$ cat src/rtl/tdm_map_pkg.sv
package tdm_map_pkg;

    localparam int NUM_CH = 4;
    localparam int IDX_B1 = 0;
    localparam int IDX_B2 = 1;
    localparam int IDX_C  = 2;
    localparam int IDX_D  = 3;

    typedef enum logic [2:0] {CH_NONE, CH_B1, CH_B2, CH_C, CH_D} chan_e;

    typedef struct packed {
        logic single;
        logic rate160;
        logic swap_cd;
    } map_cfg_t;

    // Which line channel a port carries in a given bus slot.
    function automatic chan_e slot_owner(input logic on_cd, input map_cfg_t cfg,
                                         input int unsigned slot, input int unsigned half);
        chan_e c;
        c = CH_NONE;
        if (cfg.single) begin
            if (!on_cd) begin
                case (slot)
                    0:       c = CH_D;
                    1:       c = CH_C;
                    2:       c = CH_B1;
                    3:       c = cfg.rate160 ? CH_B2 : CH_NONE;
                    default: c = CH_NONE;
                endcase
            end
        end else if (!on_cd) begin
            if (slot == 0)                       c = CH_B1;
            else if (slot == half && cfg.rate160) c = CH_B2;
        end else begin
            if (slot == 0)         c = cfg.swap_cd ? CH_C : CH_D;
            else if (slot == half) c = cfg.swap_cd ? CH_D : CH_C;
        end
        return c;
    endfunction

    function automatic int unsigned chan_index(input chan_e c);
        int unsigned i;
        case (c)
            CH_B2:   i = IDX_B2;
            CH_C:    i = IDX_C;
            CH_D:    i = IDX_D;
            default: i = IDX_B1;
        endcase
        return i;
    endfunction

endpackage

$ cat src/rtl/tdm_frame_timer.sv
module tdm_frame_timer #(
    parameter int SLOTS = 32,
    parameter int BITS  = 8,
    parameter int POS_W = $clog2(SLOTS * BITS)
) (
    input  logic             clk,
    input  logic             rst_n,
    input  logic             frame_i,
    output logic [POS_W-1:0] pos_q_o,
    output logic [POS_W-1:0] pos_d_o,
    output logic             locked_q_o,
    output logic             locked_d_o,
    output logic             frame_o
);
    localparam logic [POS_W-1:0] LAST_POS = POS_W'(SLOTS * BITS - 1);

    typedef struct packed {
        logic [POS_W-1:0] pos;
        logic             locked;
        logic [BITS-1:0]  chain;
    } tmr_s;

    tmr_s tmr_q, tmr_d;

    always_comb begin
        tmr_d       = tmr_q;
        tmr_d.chain = {tmr_q.chain[BITS-2:0], frame_i};
        if (frame_i) begin
            tmr_d.pos    = '0;
            tmr_d.locked = 1'b1;
        end else if (tmr_q.pos == LAST_POS) begin
            tmr_d.pos = '0;
        end else begin
            tmr_d.pos = tmr_q.pos + 1'b1;
        end
    end

    always_ff @(posedge clk or negedge rst_n) begin
        if (!rst_n) tmr_q <= '0;
        else        tmr_q <= tmr_d;
    end

    assign pos_q_o    = tmr_q.pos;
    assign pos_d_o    = tmr_d.pos;
    assign locked_q_o = tmr_q.locked;
    assign locked_d_o = tmr_d.locked;
    assign frame_o    = tmr_q.chain[BITS-1];

    // any frame pulse restarts the position in the following cycle
    p_resync_r1: assert property (@(posedge clk) disable iff (!rst_n)
        frame_i |=> (pos_q_o == '0) && locked_q_o);

endmodule

$ cat src/rtl/tdm_tx_lane.sv
module tdm_tx_lane
    import tdm_map_pkg::*;
#(
    parameter int SLOTS = 32,
    parameter int BITS  = 8,
    parameter int POS_W = $clog2(SLOTS * BITS),
    parameter bit ON_CD = 1'b0
) (
    input  logic                         clk,
    input  logic                         rst_n,
    input  map_cfg_t                     cfg_i,
    input  logic [POS_W-1:0]             pos_next_i,
    input  logic                         locked_next_i,
    input  logic [NUM_CH-1:0][BITS-1:0]  data_i,
    output logic                         bit_o,
    output logic                         own_o
);
    localparam int BW   = $clog2(BITS);
    localparam int HALF = SLOTS / 2;

    typedef struct packed {
        logic [BITS-1:0] sh;
        logic            own;
    } txl_s;

    txl_s  txl_q, txl_d;
    chan_e who;
    int unsigned slot_n;

    always_comb begin
        txl_d  = txl_q;
        slot_n = 32'(pos_next_i[POS_W-1:BW]);
        who    = slot_owner(ON_CD, cfg_i, slot_n, HALF);
        txl_d.own = locked_next_i && (who != CH_NONE);
        if (txl_d.own && (pos_next_i[BW-1:0] == '0)) begin
            txl_d.sh = data_i[chan_index(who)];
        end else begin
            txl_d.sh = {txl_q.sh[BITS-2:0], 1'b0};
        end
    end

    always_ff @(posedge clk or negedge rst_n) begin
        if (!rst_n) txl_q <= '0;
        else        txl_q <= txl_d;
    end

    assign bit_o = txl_q.sh[BITS-1];
    assign own_o = txl_q.own;

endmodule

$ cat src/rtl/tdm_rx_capture.sv
module tdm_rx_capture
    import tdm_map_pkg::*;
#(
    parameter int SLOTS = 32,
    parameter int BITS  = 8,
    parameter int POS_W = $clog2(SLOTS * BITS)
) (
    input  logic                         clk,
    input  logic                         rst_n,
    input  map_cfg_t                     cfg_i,
    input  logic [POS_W-1:0]             pos_i,
    input  logic                         locked_i,
    input  logic                         frame_i,
    input  logic [1:0]                   line_i,
    output logic [NUM_CH-1:0][BITS-1:0]  ch_o
);
    localparam int BW   = $clog2(BITS);
    localparam int HALF = SLOTS / 2;

    typedef struct packed {
        logic [1:0][BITS-1:0]        sh;
        logic [NUM_CH-1:0][BITS-1:0] hold;
        logic [NUM_CH-1:0][BITS-1:0] vis;
    } rxc_s;

    rxc_s  rxc_q, rxc_d;
    chan_e who;
    int unsigned slot_n;

    always_comb begin
        rxc_d  = rxc_q;
        who    = CH_NONE;
        slot_n = 32'(pos_i[POS_W-1:BW]);
        for (int p = 0; p < 2; p++) begin
            who = slot_owner(p == 1, cfg_i, slot_n, HALF);
            if (locked_i && (who != CH_NONE)) begin
                rxc_d.sh[p] = {rxc_q.sh[p][BITS-2:0], line_i[p]};
                if (&pos_i[BW-1:0]) begin
                    rxc_d.hold[chan_index(who)] = rxc_d.sh[p];
                end
            end
        end
        if (frame_i) rxc_d.vis = rxc_q.hold;
    end

    always_ff @(posedge clk or negedge rst_n) begin
        if (!rst_n) rxc_q <= '0;
        else        rxc_q <= rxc_d;
    end

    assign ch_o = rxc_q.vis;

    // visible bytes only move at a frame boundary
    p_rx_frame_only_r9: assert property (@(posedge clk) disable iff (!rst_n)
        !$past(frame_i) |-> $stable(rxc_q.vis));

endmodule

$ cat src/rtl/tdm_slot_mapper.sv
module tdm_slot_mapper
    import tdm_map_pkg::*;
#(
    parameter int SLOTS = 32,
    parameter int BITS  = 8
) (
    input  logic            clk,
    input  logic            rst_n,
    input  logic            frame_i,
    input  logic            cfg_single_i,
    input  logic            cfg_rate160_i,
    input  logic            cfg_swap_cd_i,
    input  logic            out_dis_i,
    input  logic [BITS-1:0] b1_tx_i,
    input  logic [BITS-1:0] b2_tx_i,
    input  logic [BITS-1:0] c_tx_i,
    input  logic [BITS-1:0] d_tx_i,
    input  logic            vd_rx_i,
    input  logic            cd_rx_i,
    output logic            vd_tx_o,
    output logic            vd_oe_o,
    output logic            cd_tx_o,
    output logic            cd_oe_o,
    output logic [BITS-1:0] b1_rx_o,
    output logic [BITS-1:0] b2_rx_o,
    output logic [BITS-1:0] c_rx_o,
    output logic [BITS-1:0] d_rx_o,
    output logic            frame_o
);
    localparam int POS_W = $clog2(SLOTS * BITS);
    localparam int BW    = $clog2(BITS);

    map_cfg_t                    cfg;
    logic [POS_W-1:0]            pos_q, pos_d;
    logic                        locked_q, locked_d;
    logic [NUM_CH-1:0][BITS-1:0] tx_bus;
    logic [NUM_CH-1:0][BITS-1:0] rx_bus;
    logic [1:0]                  tx_bit, tx_own;

    assign cfg = {cfg_single_i, cfg_rate160_i, cfg_swap_cd_i};

    assign tx_bus[IDX_B1] = b1_tx_i;
    assign tx_bus[IDX_B2] = b2_tx_i;
    assign tx_bus[IDX_C]  = c_tx_i;
    assign tx_bus[IDX_D]  = d_tx_i;

    tdm_frame_timer #(.SLOTS(SLOTS), .BITS(BITS), .POS_W(POS_W)) u_timer (
        .clk        (clk),
        .rst_n      (rst_n),
        .frame_i    (frame_i),
        .pos_q_o    (pos_q),
        .pos_d_o    (pos_d),
        .locked_q_o (locked_q),
        .locked_d_o (locked_d),
        .frame_o    (frame_o)
    );

    for (genvar g = 0; g < 2; g++) begin : g_lane
        tdm_tx_lane #(.SLOTS(SLOTS), .BITS(BITS), .POS_W(POS_W), .ON_CD(g == 1)) u_tx (
            .clk           (clk),
            .rst_n         (rst_n),
            .cfg_i         (cfg),
            .pos_next_i    (pos_d),
            .locked_next_i (locked_d),
            .data_i        (tx_bus),
            .bit_o         (tx_bit[g]),
            .own_o         (tx_own[g])
        );
    end

    tdm_rx_capture #(.SLOTS(SLOTS), .BITS(BITS), .POS_W(POS_W)) u_rx (
        .clk      (clk),
        .rst_n    (rst_n),
        .cfg_i    (cfg),
        .pos_i    (pos_q),
        .locked_i (locked_q),
        .frame_i  (frame_i),
        .line_i   ({cd_rx_i, vd_rx_i}),
        .ch_o     (rx_bus)
    );

    assign vd_tx_o = tx_bit[0];
    assign cd_tx_o = tx_bit[1];
    assign vd_oe_o = tx_own[0] & ~out_dis_i;
    assign cd_oe_o = tx_own[1] & ~out_dis_i;

    assign b1_rx_o = rx_bus[IDX_B1];
    assign b2_rx_o = rx_bus[IDX_B2];
    assign c_rx_o  = rx_bus[IDX_C];
    assign d_rx_o  = rx_bus[IDX_D];

    // nothing is driven before the first frame pulse
    p_quiet_unlocked_r6: assert property (@(posedge clk) disable iff (!rst_n)
        !locked_q |-> (tx_own == 2'b00));

    // a drive window always opens on a channel boundary
    p_window_aligned_r6: assert property (@(posedge clk) disable iff (!rst_n)
        $rose(tx_own[0]) |-> (pos_q[BW-1:0] == '0));

    // control port stays released in single-port mode
    p_cd_quiet_single_r5: assert property (@(posedge clk) disable iff (!rst_n)
        (cfg_single_i && $past(cfg_single_i)) |-> !cd_oe_o);

endmodule

$ cat config.mk
export PLATFORM = sky130hd
export DESIGN_NAME = tdm_slot_mapper
export DESIGN_NICKNAME = d
export VERILOG_FILES = /design/src/rtl/tdm_map_pkg.sv /design/src/rtl/tdm_frame_timer.sv /design/src/rtl/tdm_tx_lane.sv /design/src/rtl/tdm_rx_capture.sv /design/src/rtl/tdm_slot_mapper.sv
export SDC_FILE = /design/constraint.sdc
export NUM_CORES = 1
export LEC_CHECK = 0
export ABC_CLOCK_PERIOD_IN_PS = 10240
export CAP_MARGIN = 10
export CORE_AREA = 4 4 103 105
export DETAILED_ROUTE_END_ITERATION = 10
export DIE_AREA = 0 0 107 109
export DONT_BUFFER_PORTS = 1
export GPL_TIMING_DRIVEN = 0
export PLACE_DENSITY_LB_ADDON = 0.2
export SLEW_MARGIN = 20
export SYNTH_ARGS = -nofsm -noshare
export SYNTH_HDL_FRONTEND = slang
export SYNTH_SLANG_ARGS = --single-unit
$ cat constraint.sdc
create_clock -name clk -period 10.24 [get_ports clk]
set_input_delay 1.024 -clock clk [delete_from_list [all_inputs] [get_ports clk]]
set_output_delay 1.024 -clock clk [all_outputs]
set_load 0.03 [all_outputs]
# Word level (Yosys, flattened, before mapping)
# Index checks and enable logic that the tools add are counted.
# totals
elab_cells	112
out_inout_bits	37
reg_bits	113
# classes
add_sub_neg	1
n_reduce_logical	18
muxes	46
n_bitwise	3
eq_ne	21
order_cmp	6
# ops
operator	n
$mux W32	10
$lt A32 B3 Y1 const B	4
$bwmux W32	2
$ge A32 B1 Y1 const B	2
$mux W8	8
$mux W3	12
$bmux W8 S2	2
$demux W8 S2	2
$eq A3 B2 Y1 const B	8
$pmux W2 S3	4
$pmux W3 S4	2
$eq A5 B2 Y1 const B	4
$eq A3 B3 Y1 const B	4
$reduce_bool A3 Y1	4
$eq A5 B1 Y1 const B	2
$eq A5 B5 Y1 const B	2
$logic_and A1 B1 Y1	10
$logic_not A5 Y1	2
$add A8 B1 Y8 const B	1
$eq A8 B8 Y1 const B	1
$mux W2	3
$logic_not A3 Y1	1
$reduce_and A3 Y1	1
$and A1 B1 Y1	2
other kinds (2)	2

# Logic depth before layout (Yosys ltp)
# logic_depth
ltp_word	19
ltp_mapped	13
ltp_nobuf	10

# By module
# From an unflattened synthesis, not the netlist that was laid out.
# unflattened
hier_cells	477
hier_area_um2	5721.7
# modules_own_cells
mod	n_inst	cells_per_inst	area_each_um2	seq_area_each_um2
tdm_rx_capture	1	306	3669.8	1951.9
tdm_tx_lane at g_lane[0].u_tx	1	77	738.2	225.2
tdm_frame_timer	1	55	700.7	425.4
tdm_tx_lane at g_lane[1].u_tx	1	37	600.6	225.2
tdm_slot_mapper	1	2	12.5	0.0

# Worst setup path after synthesis
# OpenSTA, ideal clock, no wires.
# synth_timing
path_type	flip-flop to flip-flop
from	reg u_timer.tmr_q (netlist bit u_timer.pos_q_o[0])
to	reg g_lane[1].u_tx.txl_q (netlist bit g_lane[1].u_tx.bit_o)
arrival_ps	3273
synth_period_minus_slack_ps	3398
setup_slack_ps	6842
path_stages_with_launch	12
required_ps	10115
cell_sequence	dfrtp_1 > ha_1 > buf_2 > a21oi_1 > o41ai_1 > a21oi_2 > xnor2_1 > or3_1 > ha_1 > buf_1 > mux4_2 > mux2_2
# synth_lines
element	line_no	text
from (decl)	tdm_frame_timer.sv:23	tmr_s tmr_q, tmr_d;
from (signal assigned)	tdm_frame_timer.sv:40	else tmr_q <= tmr_d;
to (signal assigned)	tdm_tx_lane.sv:44	else txl_q <= txl_d;
to (decl)	tdm_tx_lane.sv:26	txl_s txl_q, txl_d;

==> impl_results.md <==
- Port Buf Inserts: 0
- Met3 wire len: roughly 800 um
- Reg2Reg Depth: 11
- Count of final hold-check violations: 0
- Largest net degree at the start of global routing: 114
- Layout area overhead: 12.1%
- DRC: 0
- Top cells by area, synth: dfrtp_1 49%, mux2_2 10%, mux2i_1 6.7%
- Via count: approximately 3.8k
- Setup ws final: between 6 and 7 ns
- Setup violators final: 0
- Worst Setup End Kind: register
- Max Freq: roughly 260 MHz
- Clk_lat worst skew: 0.51 ns
- Power per cell area: 185 nW/um2
- Wire length on met1: 5.16 mm
- Initial Util: 60.3%
- CP arrival: around 4.3 ns
- RSZ-0062 raised after global routing: no
- Root Driver: clkbuf_8
- Longest Clk Path Bufs: 2
- CTS Sinks: ~110
- Number of global-route vias before repair: ~4.0k
- Synthesized Nets: around 550
- CTS tree: yes
- Setup WS pre-CTS: about 6.3 ns
- Worst path most repeated cell: ha_1
- Max-slew violations: 0
- Post-synth cell types: 59
- VDD IR max: roughly 84 uV
- Routed wire per std cell: 18.4 um
- CTS resizes: 0
- Leak Pwr: around 3 nW
- FP Rows: 36
- Least-Margin Pin Slew: about 0.86 ns
- Die Ht: between 100 and 150 um
- Post-synth EDFFs: 0
- Antenna violations before repair: 0
- Die ar.: roughly 12000 um2
- Worst path max stage delay: 0.57 ns
- Post-detail-place hpwl: about 8.5 mm
- Final min period: 3.87 ns
- Outcome: finished, final reports clean
- Main synth FF type: dfrtp_1
- Post-synth top area share: between 40 and 50%
- H-Tree Depth: 4
- CP Class: reg2reg
- Commonest non-fill, non-tap cell in the layout: dfrtp_1
- Post-synthesis area per instance: 11.7 um2
- Post-synth ARST share: 100%
- DR pass1 iterations: 4
- Max_cap viols: 0
- Synth Instances: between 400 and 500
- Initial drt markers: 214
- Yosys Warn Count: 0
- Largest area contributor in the netlist: dfrtp_1
- Worst Hold Class: in2async
- Antenna cell count: 0
- Period utilisation layout: about 38%
- Overflow after GRT: 0
- Final Wtd Congestion: approximately 0.86
- Die width: about 110 um
- Crit path cell chain: ha_1 > buf_2 > a21oi_1 > o41ai_1 > a21oi_2 > xnor2_1 > or3_1 > ha_1 > buf_1 > mux4_2 > mux2_2
- CP required: 10.63 ns
- GRT Resource Usage Total: ~22%
- Worst Path Max Fanout: 9
- Post-DR vias/cell: 5.82
- Setup TNS: 0 ns
- First-pass GRT wire length: roughly 20 mm
- Top Layer Used: met4
- Core area: roughly 9600 um2
- WP depth: 11
- CP top delay family: multiplexers
- Post-synthesis register bit count: ~110
- Seq/Total Area, Yosys: between 40 and 50%
- Setup repair bufs after CTS: 0
- Final layout net count: about 570
- Hold buffers post-CTS: 0
- CTS buffer count: 17
- Worst-path clk slew: around 0.05 ns
- Total Wirelength: roughly 12 mm
- Proportion of layout cells with a drive suffix above 1: 29.0%
- Crit start category: register
- ANT nets after route: 0
- Max Clock Skew: between 0.006 and 0.007 ns
- Area of the mapped netlist: about 5800 um2
- Metal2 WL: about 6 mm
- Most frequent cells in the layout: 113 x dfrtp_1, 54 x mux2_2, 41 x nor2_1, 39 x mux2i_1, 35 x buf_4
- Slew margin rel.: between 40 and 50%
- Crit path buf inv count: 2
- Slowest cell on crit path: mux4_2
- I/O pins: 78
==> registers in the layout, indices dropped and copies added, names as in the netlist <==
| name | flops |
|---|---|
| u_rx.ch_o | 32 |
| g_lane.u_tx.own_o | 2 |
| g_lane.u_tx.bit_o | 2 |
| u_timer.locked_q_o | 1 |
| u_rx.rxc_q | 46 |
| u_timer.tmr_d | 7 |
| u_timer.frame_o | 1 |
| u_timer.pos_q_o | 8 |
| g_lane.u_tx.txl_q | 14 |
==> power by group <==
part           internal [mW]  switching, mW
Combinational         0.0683         0.0671
Sequential             0.494         0.0506
Clock                  0.343          0.184
Total                  0.905          0.302
==> cell families (layout without fill, tap and decap cells) <==
family,Yosys count,count (layout),synth area share (%)
adder cells (fa/ha/maj),8,8,1.72
buffers and inverters,70,101,7.12
AO/OA/AOI/OAI,87,87,11.1
multiplexers,101,101,20.3
XOR/XNOR,8,8,1.21
flip-flops,113,113,48.6
AND/OR/NAND/NOR,110,110,9.96
==> routing by layer <==
metal	GRT usage, %	vias up
met5	0	-
met4	6.58	0
met3	6.81	12
met2	38.3	112
met1	27.8	1931
li1	-	1792
==> synthesized netlist by cell type (all sizes together) (2+ instances only) <==
| master | n |
|---|---|
| buf | 45 |
| o21ai | 13 |
| or4 | 2 |
| nand4 | 5 |
| nand3 | 6 |
| mux2i | 39 |
| o211a | 7 |
| xnor2 | 6 |
| dfrtp | 113 |
| a22oi | 8 |
| or2 | 3 |
| a31oi | 3 |
| or3 | 2 |
| ha | 8 |
| nand2 | 18 |
| and2 | 5 |
| mux4 | 8 |
| xor2 | 2 |
| nor3 | 7 |
| inv | 15 |
| nand2b | 13 |
| nor2 | 42 |
| clkbuf | 10 |
| mux2 | 54 |
| nor2b | 3 |
| a21oi | 35 |
| and3 | 2 |
| o221ai | 7 |
==> stage by stage <==
stage               hold slack (ns)  power [mW]  instances  instance area (um2)  util (%)
floorplan                     0.331       0.650        497                 5810         -
global route                  0.180        1.25        661                 6520      67.6
CTS                           0.189        1.22        661                 6520      67.6
global placement              0.333       0.681        630                 5980      62.0
finish                        0.209        1.21        661                 6520      67.6
detailed placement            0.339       0.687        630                 5980      62.0
==> final timing paths <==
check                                                   from  slack, ns                             end
worst max-delay path            u_timer.pos_q_o[0]$_DFF_PN0_       6.37  g_lane[1].u_tx.bit_o$_DFF_PN0_
worst max register to register  u_timer.pos_q_o[0]$_DFF_PN0_       6.37  g_lane[1].u_tx.bit_o$_DFF_PN0_
min in group clk                  u_timer.tmr_d[6]$_DFF_PN0_       0.35      u_timer.tmr_d[7]$_DFF_PN0_
worst min-delay path                                   rst_n       0.21       u_timer.frame_o$_DFF_PN0_
worst min register to register    u_timer.tmr_d[6]$_DFF_PN0_       0.35      u_timer.tmr_d[7]$_DFF_PN0_
max in group asynchronous                              rst_n       9.86        u_rx.ch_o[4]$_DFFE_PN0P_
==> cell type report <==
cell class,instances,area (um2)
plain buffers,55,358
clock buffers,25,484
clock inverters,6,55.1
fillers,771,3120
inverters,15,56.3
multi-input cells,314,2570
flip-flops and latches,113,2830
well taps,133,166
No activity file was read; power rests on OpenSTA's default activity.
